File: src/rtl/spec_ctl_pkg.sv
package spec_ctl_pkg;
  localparam int REG_W    = 64;
  localparam int MASK_W   = 8;
  localparam int SPEC_BIT = 41;
  localparam int PM_LSB   = 33;
  localparam int VM_LSB   = 25;
  localparam int PR_BIT   = 24;
  localparam int PW_BIT   = 23;
  localparam int VR_BIT   = 22;
  localparam int VW_BIT   = 21;
  localparam int DC_BIT   = 3;
  localparam int IC_BIT   = 2;

  typedef enum logic [1:0] {
    FL_IDLE = 2'd0,
    FL_PEND = 2'd1,
    FL_BUSY = 2'd2
  } fl_state_t;

  // Writable positions: the speculation bit down to the lowest enable, plus the two cache enables.
  function automatic logic [REG_W-1:0] build_wr_mask();
    logic [REG_W-1:0] m;
    m = '0;
    for (int i = VW_BIT; i <= SPEC_BIT; i++) m[i] = 1'b1;
    m[DC_BIT] = 1'b1;
    m[IC_BIT] = 1'b1;
    return m;
  endfunction

  localparam logic [REG_W-1:0] WR_MASK = build_wr_mask();
endpackage

File: src/rtl/spec_ctl_regs.sv
module spec_ctl_regs
  import spec_ctl_pkg::*;
(
  input  logic             clk,
  input  logic             rst_n,
  input  logic             sync_clr,
  input  logic             wr_en,
  input  logic [REG_W-1:0] wdata,
  output logic [REG_W-1:0] rdata,
  output logic             spec_q,
  output logic             spec_new,
  output logic             pred_clr
);
  logic [REG_W-1:0] word_q, word_nxt;
  logic             spec_prev_q, spec_prev_nxt;

  always_comb begin
    word_nxt      = word_q;
    spec_prev_nxt = word_q[SPEC_BIT];
    if (sync_clr) begin
      word_nxt      = '0;
      spec_prev_nxt = 1'b0;
    end else if (wr_en) begin
      word_nxt = wdata & WR_MASK;
    end
  end

  always_ff @(posedge clk or negedge rst_n) begin
    if (!rst_n) begin
      word_q      <= '0;
      spec_prev_q <= 1'b0;
    end else begin
      word_q      <= word_nxt;
      spec_prev_q <= spec_prev_nxt;
    end
  end

  assign rdata    = word_q;
  assign spec_q   = word_q[SPEC_BIT];
  assign spec_new = wr_en ? wdata[SPEC_BIT] : word_q[SPEC_BIT];
  assign pred_clr = word_q[SPEC_BIT] & ~spec_prev_q;
endmodule

File: src/rtl/spec_ctl_flush.sv
module spec_ctl_flush
  import spec_ctl_pkg::*;
(
  input  logic clk,
  input  logic rst_n,
  input  logic sync_clr,
  input  logic flush_req,
  input  logic spec_q,
  input  logic spec_new,
  input  logic flush_done,
  output logic flush_start,
  output logic flush_busy,
  output logic flush_block
);
  fl_state_t st_q, st_nxt;
  logic      start_q, start_nxt;

  always_comb begin
    st_nxt = st_q;
    unique case (st_q)
      FL_IDLE: if (flush_req) st_nxt = spec_new ? FL_PEND : FL_BUSY;
      FL_PEND: if (!spec_new) st_nxt = FL_BUSY;
      FL_BUSY: if (flush_done) st_nxt = FL_IDLE;
      default: st_nxt = FL_IDLE;
    endcase
    start_nxt = (st_nxt == FL_BUSY) && (st_q != FL_BUSY);
    if (sync_clr) begin
      st_nxt    = FL_IDLE;
      start_nxt = 1'b0;
    end
  end

  always_ff @(posedge clk or negedge rst_n) begin
    if (!rst_n) begin
      st_q    <= FL_IDLE;
      start_q <= 1'b0;
    end else begin
      st_q    <= st_nxt;
      start_q <= start_nxt;
    end
  end

  assign flush_start = start_q;
  assign flush_busy  = (st_q == FL_BUSY);
  // A pending flush blocks barriers only once it is about to be released.
  assign flush_block = (st_q == FL_BUSY) || ((st_q == FL_PEND) && !spec_q);
endmodule

File: src/rtl/spec_ctl_bar.sv
module spec_ctl_bar (
  input  logic clk,
  input  logic rst_n,
  input  logic sync_clr,
  input  logic bar_req,
  input  logic flush_block,
  output logic bar_ack
);
  logic wait_q, wait_nxt;

  always_comb begin
    wait_nxt = wait_q;
    if (sync_clr)                     wait_nxt = 1'b0;
    else if (wait_q && !flush_block)  wait_nxt = 1'b0;
    else if (!wait_q && bar_req)      wait_nxt = 1'b1;
  end

  always_ff @(posedge clk or negedge rst_n) begin
    if (!rst_n) wait_q <= 1'b0;
    else        wait_q <= wait_nxt;
  end

  assign bar_ack = wait_q & ~flush_block;
endmodule

File: src/rtl/spec_ctl_reg.sv
module spec_ctl_reg
  import spec_ctl_pkg::*;
(
  input  logic              clk,
  input  logic              por_n,
  input  logic              wdog_rst,
  input  logic              ext_rst,
  input  logic              sw_rst,
  input  logic              reg_wr_en,
  input  logic [REG_W-1:0]  reg_wdata,
  output logic [REG_W-1:0]  reg_rdata,
  input  logic              flush_req,
  output logic              flush_start,
  input  logic              flush_done,
  input  logic              bar_req,
  output logic              bar_ack,
  output logic              bhp_clear,
  output logic              serial_ldst,
  output logic              pf_disable,
  output logic [MASK_W-1:0] pmask,
  output logic [MASK_W-1:0] vmask,
  output logic              pr_en,
  output logic              pw_en,
  output logic              vr_en,
  output logic              vw_en,
  output logic              dc_en,
  output logic              ic_en
);
  logic [1:0] rst_sync_q;
  logic       rst_n;
  logic       sync_clr;
  logic       spec_q, spec_new;
  logic       flush_busy, flush_block;

  // Asynchronous assert, synchronous release.
  always_ff @(posedge clk or negedge por_n) begin
    if (!por_n) rst_sync_q <= 2'b00;
    else        rst_sync_q <= {rst_sync_q[0], 1'b1};
  end
  assign rst_n    = rst_sync_q[1];
  assign sync_clr = wdog_rst | ext_rst | sw_rst;

  spec_ctl_regs u_regs (
    .clk      (clk),
    .rst_n    (rst_n),
    .sync_clr (sync_clr),
    .wr_en    (reg_wr_en),
    .wdata    (reg_wdata),
    .rdata    (reg_rdata),
    .spec_q   (spec_q),
    .spec_new (spec_new),
    .pred_clr (bhp_clear)
  );

  spec_ctl_flush u_flush (
    .clk         (clk),
    .rst_n       (rst_n),
    .sync_clr    (sync_clr),
    .flush_req   (flush_req),
    .spec_q      (spec_q),
    .spec_new    (spec_new),
    .flush_done  (flush_done),
    .flush_start (flush_start),
    .flush_busy  (flush_busy),
    .flush_block (flush_block)
  );

  spec_ctl_bar u_bar (
    .clk         (clk),
    .rst_n       (rst_n),
    .sync_clr    (sync_clr),
    .bar_req     (bar_req),
    .flush_block (flush_block),
    .bar_ack     (bar_ack)
  );

  assign serial_ldst = spec_q;
  assign pf_disable  = spec_q;
  assign pmask       = reg_rdata[PM_LSB +: MASK_W];
  assign vmask       = reg_rdata[VM_LSB +: MASK_W];
  assign pr_en       = reg_rdata[PR_BIT];
  assign pw_en       = reg_rdata[PW_BIT];
  assign vr_en       = reg_rdata[VR_BIT];
  assign vw_en       = reg_rdata[VW_BIT];
  assign dc_en       = reg_rdata[DC_BIT];
  assign ic_en       = reg_rdata[IC_BIT];
endmodule

File: config.mk
export PLATFORM = sky130hd
export DESIGN_NAME = spec_ctl_reg
export DESIGN_NICKNAME = d
export VERILOG_FILES = /design/src/rtl/spec_ctl_pkg.sv /design/src/rtl/spec_ctl_regs.sv /design/src/rtl/spec_ctl_flush.sv /design/src/rtl/spec_ctl_bar.sv /design/src/rtl/spec_ctl_reg.sv
export SDC_FILE = /design/constraint.sdc
export NUM_CORES = 1
export LEC_CHECK = 0
export ABC_AREA = 1
export BUFFER_PORTS_ARGS = -buffer_cell sky130_fd_sc_hd__buf_2
export CORE_ASPECT_RATIO = 1.5
export CORE_MARGIN = 4
export CORE_UTILIZATION = 33
export DETAILED_ROUTE_END_ITERATION = 10
export GPL_ROUTABILITY_DRIVEN = 0
export PLACE_DENSITY = 0.76
export SLEW_MARGIN = 20
export SYNTH_ARGS = -nofsm -noshare
export SYNTH_HDL_FRONTEND = slang
export SYNTH_SLANG_ARGS = --single-unit
File: constraint.sdc
create_clock -name clk -period 0.93 [get_ports clk]
set_input_delay 0.0465 -clock clk [delete_from_list [all_inputs] [get_ports clk]]
set_output_delay 0.0465 -clock clk [all_outputs]
set_load 0.01 [all_outputs]
**Word level (Yosys, flattened, before mapping)**

Cells that the tools add are included.

- Register bits after elaboration: 71
- Word-level logic and storage cells: 41

- Muxes and demuxes: 14
- Eq/ne operators: 4
- Bitwise operators: 6
- Reductions and logical operators: 11

Operator list:

| kind | count |
|---|---|
| $mux 64 | 2 |
| $mux 2 | 5 |
| $mux 1 | 6 |
| $pmux 2 s3 | 1 |
| $eq 2x2->1 const B | 2 |
| $logic_and 1x1->1 | 4 |
| $logic_not 1->1 | 3 |
| $reduce_bool 3->1 | 1 |
| $and 1x1->1 | 2 |
| $eq 2x1->1 const B | 1 |
| $logic_not 2->1 | 1 |
| $ne 2x2->1 const B | 1 |
| $not 1->1 | 2 |
| $or 1x1->1 | 2 |
| $reduce_bool 2->1 | 1 |
| $logic_or 1x1->1 | 1 |

**Longest topological paths before layout**

Gate-level depths: netlist (run 1).

- Word-level depth: 7
- Mapped depth: 5

**Modules after synthesis**

Synthesis (run 1) repeated with hierarchy kept, for this count alone.

- Cells, all modules: 205
- Area, all modules: 1746.7 µm²

By module, submodules not included:

| module | area an instance (µm²) | seq. area each (µm²) | instances | cells an instance |
|---|---|---|---|---|
| spec_ctl_regs | 1305.0 | 600.6 | 1 | 150 |
| spec_ctl_reg | 237.7 | 50.0 | 1 | 29 |
| spec_ctl_flush | 145.1 | 75.1 | 1 | 18 |
| spec_ctl_bar | 58.8 | 25.0 | 1 | 8 |

**Worst setup path after synthesis (run 1)**

Ideal clock, no wire load.

- Path type: flip-flop to flip-flop
- Start point: reg u_regs.word_q[41], in the netlist u_regs.rdata[41]
- End point: reg u_flush.st_q[1]
- Arrival: 837 ps
- Stages on the path, launching flop included: 6
- Slack: 16 ps
- Buffers on the path: 0
- Required time: 853 ps
- Cell sequence: dfrtp_1 > inv_1 > nand2_1 > nand2_1 > nand2_1 > a21oi_1

- Word-level cells in the longest chain between the ends: 5

RTL lines:

| item | line | source |
|---|---|---|
| start: declaration | spec_ctl_regs.sv:14 | `logic [REG_W-1:0] word_q, word_nxt;` |
| start signal: assignment | spec_ctl_regs.sv:33 | `word_q <= word_nxt;` |
| $mux 1 * | spec_ctl_regs.sv:40 | `assign spec_new = wr_en ? wdata[SPEC_BIT] : word_q[SPEC_BIT];` |
| $mux 2 (2 in a row) | spec_ctl_flush.sv:21 | `FL_IDLE: if (flush_req) st_nxt = spec_new ? FL_PEND : FL_BUSY;` |
| $pmux 2 s3 * | spec_ctl_flush.sv:20 | `unique case (st_q)` |
| $mux 2 * | spec_ctl_flush.sv:27 | `if (sync_clr) begin` |
| net u_flush.st_nxt[1] | spec_ctl_flush.sv:15 | `fl_state_t st_q, st_nxt;` |
| end signal: assignment | spec_ctl_flush.sv:38 | `st_q <= st_nxt;` |
| end: declaration | spec_ctl_flush.sv:15 |  |

Mark *: on every way through the listed nets, which the timed path passes. The rest lies on a longest branch.
A chain may end at the register's enable or synchronous reset.

**Worst setup path after layout (run 1)**

- Start point: reg u_regs.word_q[41], in the netlist u_regs.rdata[41]
- End point: out bar_ack

- Word-level cells in the longest chain between the ends: 5

RTL lines:

| item | line | source |
|---|---|---|
| $logic_not 1->1 | spec_ctl_flush.sv:46 | `assign flush_block = (st_q == FL_BUSY) \|\| ((st_q == FL_PEND) && !spec_q);` |
| $logic_and 1x1->1 | spec_ctl_flush.sv:46 |  |
| $logic_or 1x1->1 | spec_ctl_flush.sv:46 |  |
| $not 1->1 | spec_ctl_bar.sv:23 | `assign bar_ack = wait_q & ~flush_block;` |
| $and 1x1->1 | spec_ctl_bar.sv:23 |  |
| end: declaration | spec_ctl_reg.sv:16 | `output logic bar_ack,` |

Every way passes these cells.

==> results of run 1 <==
[where the power goes]
part           switching (uW)  total (uW)  leakage [uW]  internal, uW
Sequential               18.5        1350      0.000409          1330
Combinational             253         416      0.000771           162
Clock                     440         953     0.0000383           514
[state kept, by name, summed over array words and instances, names as in the netlist]
signal	count
u_regs.rdata	23
u_bar.wait_q	1
u_flush.flush_start	1
u_regs.spec_prev_q	1
rst_sync_q	2
u_flush.st_q	2
[synth_stat cells]
cell type / n
buf_4: 68
nand2_1: 50
dfrtp_1: 30
a21oi_1: 23
nor2_1: 8
inv_1: 4
buf_6: 2
conb_1: 2
buf_2: 1
inv_2: 1
nand2_2: 1
nand3b_1: 1
nor2_2: 1
nor3_1: 1
nor3b_2: 1
o211ai_1: 1
[worst min-delay path, cell delays in order]
cell	delay, ps
buf_2	100
nand2_1	40
a21oi_1	50
[metal layers]
metal | GRT usage | wire [microns]
met1 | 0.115 | 1320
met2 | 0.202 | 1920
met3 | 0.0432 | 419
met4 | 0.0407 | 47
met5 | 0 | 7
[through the flow]
step           hold slack [ps]   util  total power [uW]  area [sq um]
2_1_floorplan             -249      -              1730          1840
3_3_place_gp              -168  0.386              1740          1890
3_5_place_dp              -166  0.386              1740          1890
4_1_cts                  0.198  0.414              2740          2020
5_1_grt                 0.0902  0.432              2880          2110
6_report                  11.6  0.432              2720          2110
[path summary, 6_finish.rpt]
path,to,depth (start not counted)
hold / removal,u_regs.rdata[28]$_DFFE_PN0P_,3
setup / recovery,bar_ack,3
max in group asynchronous,u_regs.rdata[41]$_DFFE_PN0P_,1
min in group asynchronous,rst_sync_q[0]$_DFF_PN0_,2
setup reg to reg,u_regs.rdata[41]$_DFFE_PN0P_,6
hold reg to reg,u_regs.rdata[25]$_DFFE_PN0P_,1
[cells in the final DEF, fill, tap and decap left out, types with 4 or more instances in the layout]
| cell | count |
|---|---|
| dfrtp_1 | 29 |
| buf_6 | 7 |
| nand2_1 | 47 |
| clkbuf_8 | 5 |
| dlygate4sd3_1 | 4 |
| a21oi_1 | 22 |
| buf_4 | 10 |
| nor2_1 | 6 |
| buf_2 | 77 |
| conb_1 | 42 |
[cell families after synthesis]
kind of cell / synth area share
AND/OR/NAND/NOR: 0.151
buffers and inverters: 0.329
flip-flops: 0.443
other: 0.00444
AO/OA/AOI/OAI: 0.0724
[layout make-up]
cell class                      count  area, sq um  share of cell area
Tap cell                           66         82.6              0.0391
Clock buffer                        7         76.3              0.0361
Sequential cell                    30          752               0.356
Timing Repair Buffer               99          599               0.284
Multi-Input combinational cell    129          583               0.276
Inverter                            5         18.8             0.00889
[what timing repair did]
| action | in CTS | in global routing |
|---|---|---|
| pin swaps | 4 | 5 |
| setup endpoints to repair | 6 | 7 |
| resized for setup | 5 | 17 |
| hold buffers | 4 | 0 |
| setup buffers | 1 | 3 |
| hold endpoints to repair | 5 | 0 |
==> run metrics, run 1 <==
first-pass GRT wire length=5.40 mm; RR Startpoint=u_regs.rdata[41]$_DFFE_PN0P_; dpl cells=between 300 and 400; Max clock buf depth=2; RSZ-0062 raised after global routing=true; final setup TNS=-815 ps; via count=1349; Sink Count=30; Yosys warning count=0; nature of the critical path endpoint=output port; Routed WL=~3.7 mm; Power Dens Cells=around 1300 nW/um^2; Routed Antenna Nets=0; TritonCTS clock tree=built; share of post-route cells with drive strength above 1=0.422; Hold Startpoint=reg_wdata[28]; Yosys reg bits=30; Die H=95.7 microns; FP Rows=31; largest net degree at the start of global routing=29; TritonCTS Buffers=5; DRC violations left=0; Worst Path Buf+Inv=1; chain of cells forming the critical path=nor3_4, nor2_2, buf_2; Worst-path clk slew=60 ps; arrival time worst endpoint=1090 ps; Worst Path Max Fanout=3; Setup crit start kind=flop; instance count of the mapped netlist=195; antenna violations before repair=1; Max-Cap Viols=0; filler instances=519; failing checks=negative setup slack; number of top-level pins=164; Layout Cells excl Fill=336; H-tree Lvls=2; Die Width=66.5 microns; largest area contributor in the netlist=dfrtp_1; Mean Syn Cell Area=8.68 sq um; distinct cell type count after synthesis=16; status=finished with violations; fin. max-slew vios=0; via count of the first global-routing pass=around 1200; effective utilization at floorplan=0.346; DRT Pass-1 Iters=4; Wirelength per Cell=11.1 microns; pre-CTS setup slack=between 10 and 15 ps; initial DRC count=30; Worst Path Required=880 ps; critical path class=flop to output port; post-synthesis sequential area ratio=0.443; Worst Setup SP=u_regs.rdata[41]$_DFFE_PN0P_; area grow syn2layout=24.8%; highest-delay cell along the critical path=dfrtp_2; Post-DP HPWL=2.89 mm; Antenna diodes=0; clk_skew=2.46 ps; # setup viols final=10; Leak=0.00122 uW; setup slack after layout=-207 ps; Peak VDD IR=0.825 mV; main area contributors after synthesis=dfrtp_1 44%, buf_4 30%, nand2_1 11%; final worst-path cycle share=1.22; Final Hold Vio Count=0; Max Clk Rate=about 0.88 GHz; Critical Path Max Stage Delay=440 ps; root buffer selected by CTS=clkbuf_8; Die Area=around 6400 sq um; vias per cell=4.01; Synth top area share=0.443; GRT overflow=0; Reg2Reg Setup Slack=-80 ps; Global Route Usage Sum=0.112; Core ar.=4890 sq um; input/output buffers=81; Mapped Area=1690 sq um; Tightest Hold Check Type=input port to flop; Nets=approximately 340; Worst-Skew Late Latency=between 200 and 300 ps; CP top delay family=flip-flops; minimum clock period=1140 ps
(Power assumes the default switching activity.)
==> run 2, diff against run 1 <==
- ABC_AREA: 1 -> not set
- BUFFER_PORTS_ARGS: -buffer_cell sky130_fd_sc_hd__buf_2 -> -buffer_cell sky130_fd_sc_hd__buf_4
- CELL_PAD_IN_SITES_DETAIL_PLACEMENT: not set -> 1
- CELL_PAD_IN_SITES_GLOBAL_PLACEMENT: not set -> 2
- CORE_UTILIZATION: 33 -> 17
==> run metrics, run 2 <==
status=finished with violations; failing checks=negative setup slack; Synth Area in XOR/XNOR=0; vias per cell=~3.5; main area contributors after synthesis=dfrtp_1 44%, buf_4 28%, mux2i_1 13%; largest area contributor in the netlist=dfrtp_1; Mapped Area=around 1700 sq um; Core ar.=9740 sq um; Power Dens Cells=between 1000 and 1500 nW/um^2; Max-Cap Viols=0; Simple-Gate Fraction of Synth Area=0.0877; Synth top area share=0.438; Worst Setup SP=u_regs.rdata[41]$_DFFE_PN0P_; async set-reset flop share out of synthesis=1.00; Mean Syn Cell Area=around 10 sq um; clk_skew=between 5 and 6 ps; Worst-path clk slew=50 ps; most frequent cells in the layout=83 x buf_4, 42 x conb_1, 30 x dfrtp_1, 27 x nor2_1, 22 x mux2i_1; post-synthesis sequential area ratio=0.438; Yosys warning count=0; first-pass GRT wire length=6.21 mm; RR Startpoint=u_regs.rdata[41]$_DFFE_PN0P_; H-tree Lvls=2; critical path class=flop to output port; Peak VDD IR=0.583 mV; fraction of the mapped netlist area in compound gates=0.0131; initial DRC count=26; Power Total=approximately 3400 uW; nature of the critical path endpoint=output port; post-synthesis adder-cell area fraction=0; Final Hold Vio Count=0; Tightest Hold Check Type=input port to flop; sequential fraction of design power=0.394; Worst-Skew Late Latency=270 ps; via count of the first global-routing pass=1264; Worst Path Max Fanout=2; effective utilization at floorplan=0.176; root buffer selected by CTS=clkbuf_16; Routed Antenna Nets=0; Die Width=90.0 microns; setup slack after layout=-395 ps; instance count of the mapped netlist=164; Multi-input gate area=594 sq um; Setup crit start kind=flop; Register Area=roughly 750 sq um; Global Route Usage Sum=0.0692; Sink Count=30; Die Area=11800 sq um; Routed WL=4.09 mm; filler instances=1123; TritonCTS clock tree=built; TritonCTS Buffers=5; RSZ-0062 raised after global routing=true; Die H=approximately 130 microns; distinct cell type count after synthesis=18; reg2reg end=u_bar.wait_q$_DFFE_PN0P_; Yosys reg bits=30; final setup TNS=-2420 ps; area grow syn2layout=41.1%; largest net degree at the start of global routing=29; input/output buffers=81; Reg2Reg Setup Slack=-280 ps; minimum clock period=1330 ps; commonest cells in the netlist=65 x buf_4, 30 x dfrtp_1, 27 x nor2_1; most frequent cell after synthesis=buf_4; Antenna diodes=0; Max clock buf depth=2; most common cell after layout, fill and taps aside=buf_4; Worst Path Required=~880 ps; Wirelength per Cell=11.7 microns; Post-synth EDFFs=0; Nets=307; top_reg_cell synth=dfrtp_1; pre-CTS setup slack=-160 ps; via count=1228; DRT Pass-1 Iters=2; mux contribution to synthesized area=0.134; part of the power in the clock network=0.467; GRT overflow=0; combinational share of power=0.138; Worst Setup EP=bar_ack; Leak=0.00131 uW; share of post-route cells with drive strength above 1=0.451; Int Pwr=2620 uW; Reg2Reg Depth=4; number of top-level pins=164; antenna violations before repair=0; Psw=806 uW; switching fraction of total power=0.235; Max Clk Rate=0.755 GHz; DRC violations left=0; max FFs per register=23; fin. max-slew vios=0; main combinational cell family by area after synthesis=buffers and inverters; FP Rows=44; Post-DP HPWL=3.16 mm; # setup viols final=11; final worst-path cycle share=1.42; arrival time worst endpoint=around 1300 ps
## run 2: how the worst min path moves through the flow
stage                        startpoint                           end  depth (start not counted)
after floorplan                   por_n       rst_sync_q[0]$_DFF_PN0_                          0
after global placement            por_n       rst_sync_q[1]$_DFF_PN0_                          1
after detailed placement          por_n       rst_sync_q[1]$_DFF_PN0_                          1
after CTS                 reg_wdata[22]  u_regs.rdata[22]$_DFFE_PN0P_                          3
after global routing       reg_wdata[2]   u_regs.rdata[2]$_DFFE_PN0P_                          3
final                     reg_wdata[22]  u_regs.rdata[22]$_DFFE_PN0P_                          3
## run 2: logic make-up after synthesis
logic type,count (synthesis)
flip-flops,30
multiplexers,23
other,2
AND/OR/NAND/NOR,33
AO/OA/AOI/OAI,3
buffers and inverters,73
## run 2: what timing repair did
| item | in CTS | in global routing |
|---|---|---|
| gates resized for setup | 10 | 3 |
| cloned | 0 | 0 |
| setup buffers | 2 | 3 |
| setup endpoints to repair | 9 | 10 |
| hold buffers | 1 | 0 |
| pin swaps | 1 | 0 |
| endpoints found under the hold margin | 2 | 0 |
## run 2: area by class of cell
type | instances | share of cell area
Timing Repair Buffer | 94 | 0.320
Sequential cell | 30 | 0.311
Multi-Input combinational cell | 101 | 0.246
Tap cell | 115 | 0.0596
Clock buffer | 7 | 0.0590
Inverter | 2 | 0.00311
Clock inverter | 1 | 0.00207
## run 2: worst max-delay path, cell delays in order (launching register included)
cell and delay, ps:
dfrtp_1 370, or3b_1 370, o211a_1 140, buf_6 120
## run 2: power by group through the flow
stage | Combinational, uW | Sequential, uW | Clock (uW)
finish | 474 | 1350 | 1600
global route | 527 | 1350 | 1760
CTS | 468 | 1350 | 1700
detailed placement | 449 | 1370 | 0
global placement | 445 | 1370 | 0
floorplan | 360 | 1400 | 0
## run 2: layer usage
layer  part of all wire  wire length (microns)  up-vias  track usage
met4              0.022                     90        0       0.0379
li1                   -                      -      552            -
met3               0.10                    425        5       0.0315
met1               0.37                   1520      586       0.0715
met2               0.50                   2050       85        0.118
met5                  0                      0        -            0
## run 2: stage by stage
stage           util  hold WS [ps]  instance area [sq um]  std cells
5_1_grt        0.248          29.0                   2420        350
4_1_cts        0.244          9.92                   2370        347
2_1_floorplan      -          -249                   1860        204
3_3_place_gp   0.222          -169                   2160        336
3_5_place_dp   0.222          -170                   2160        336
6_report       0.248          17.9                   2420        350
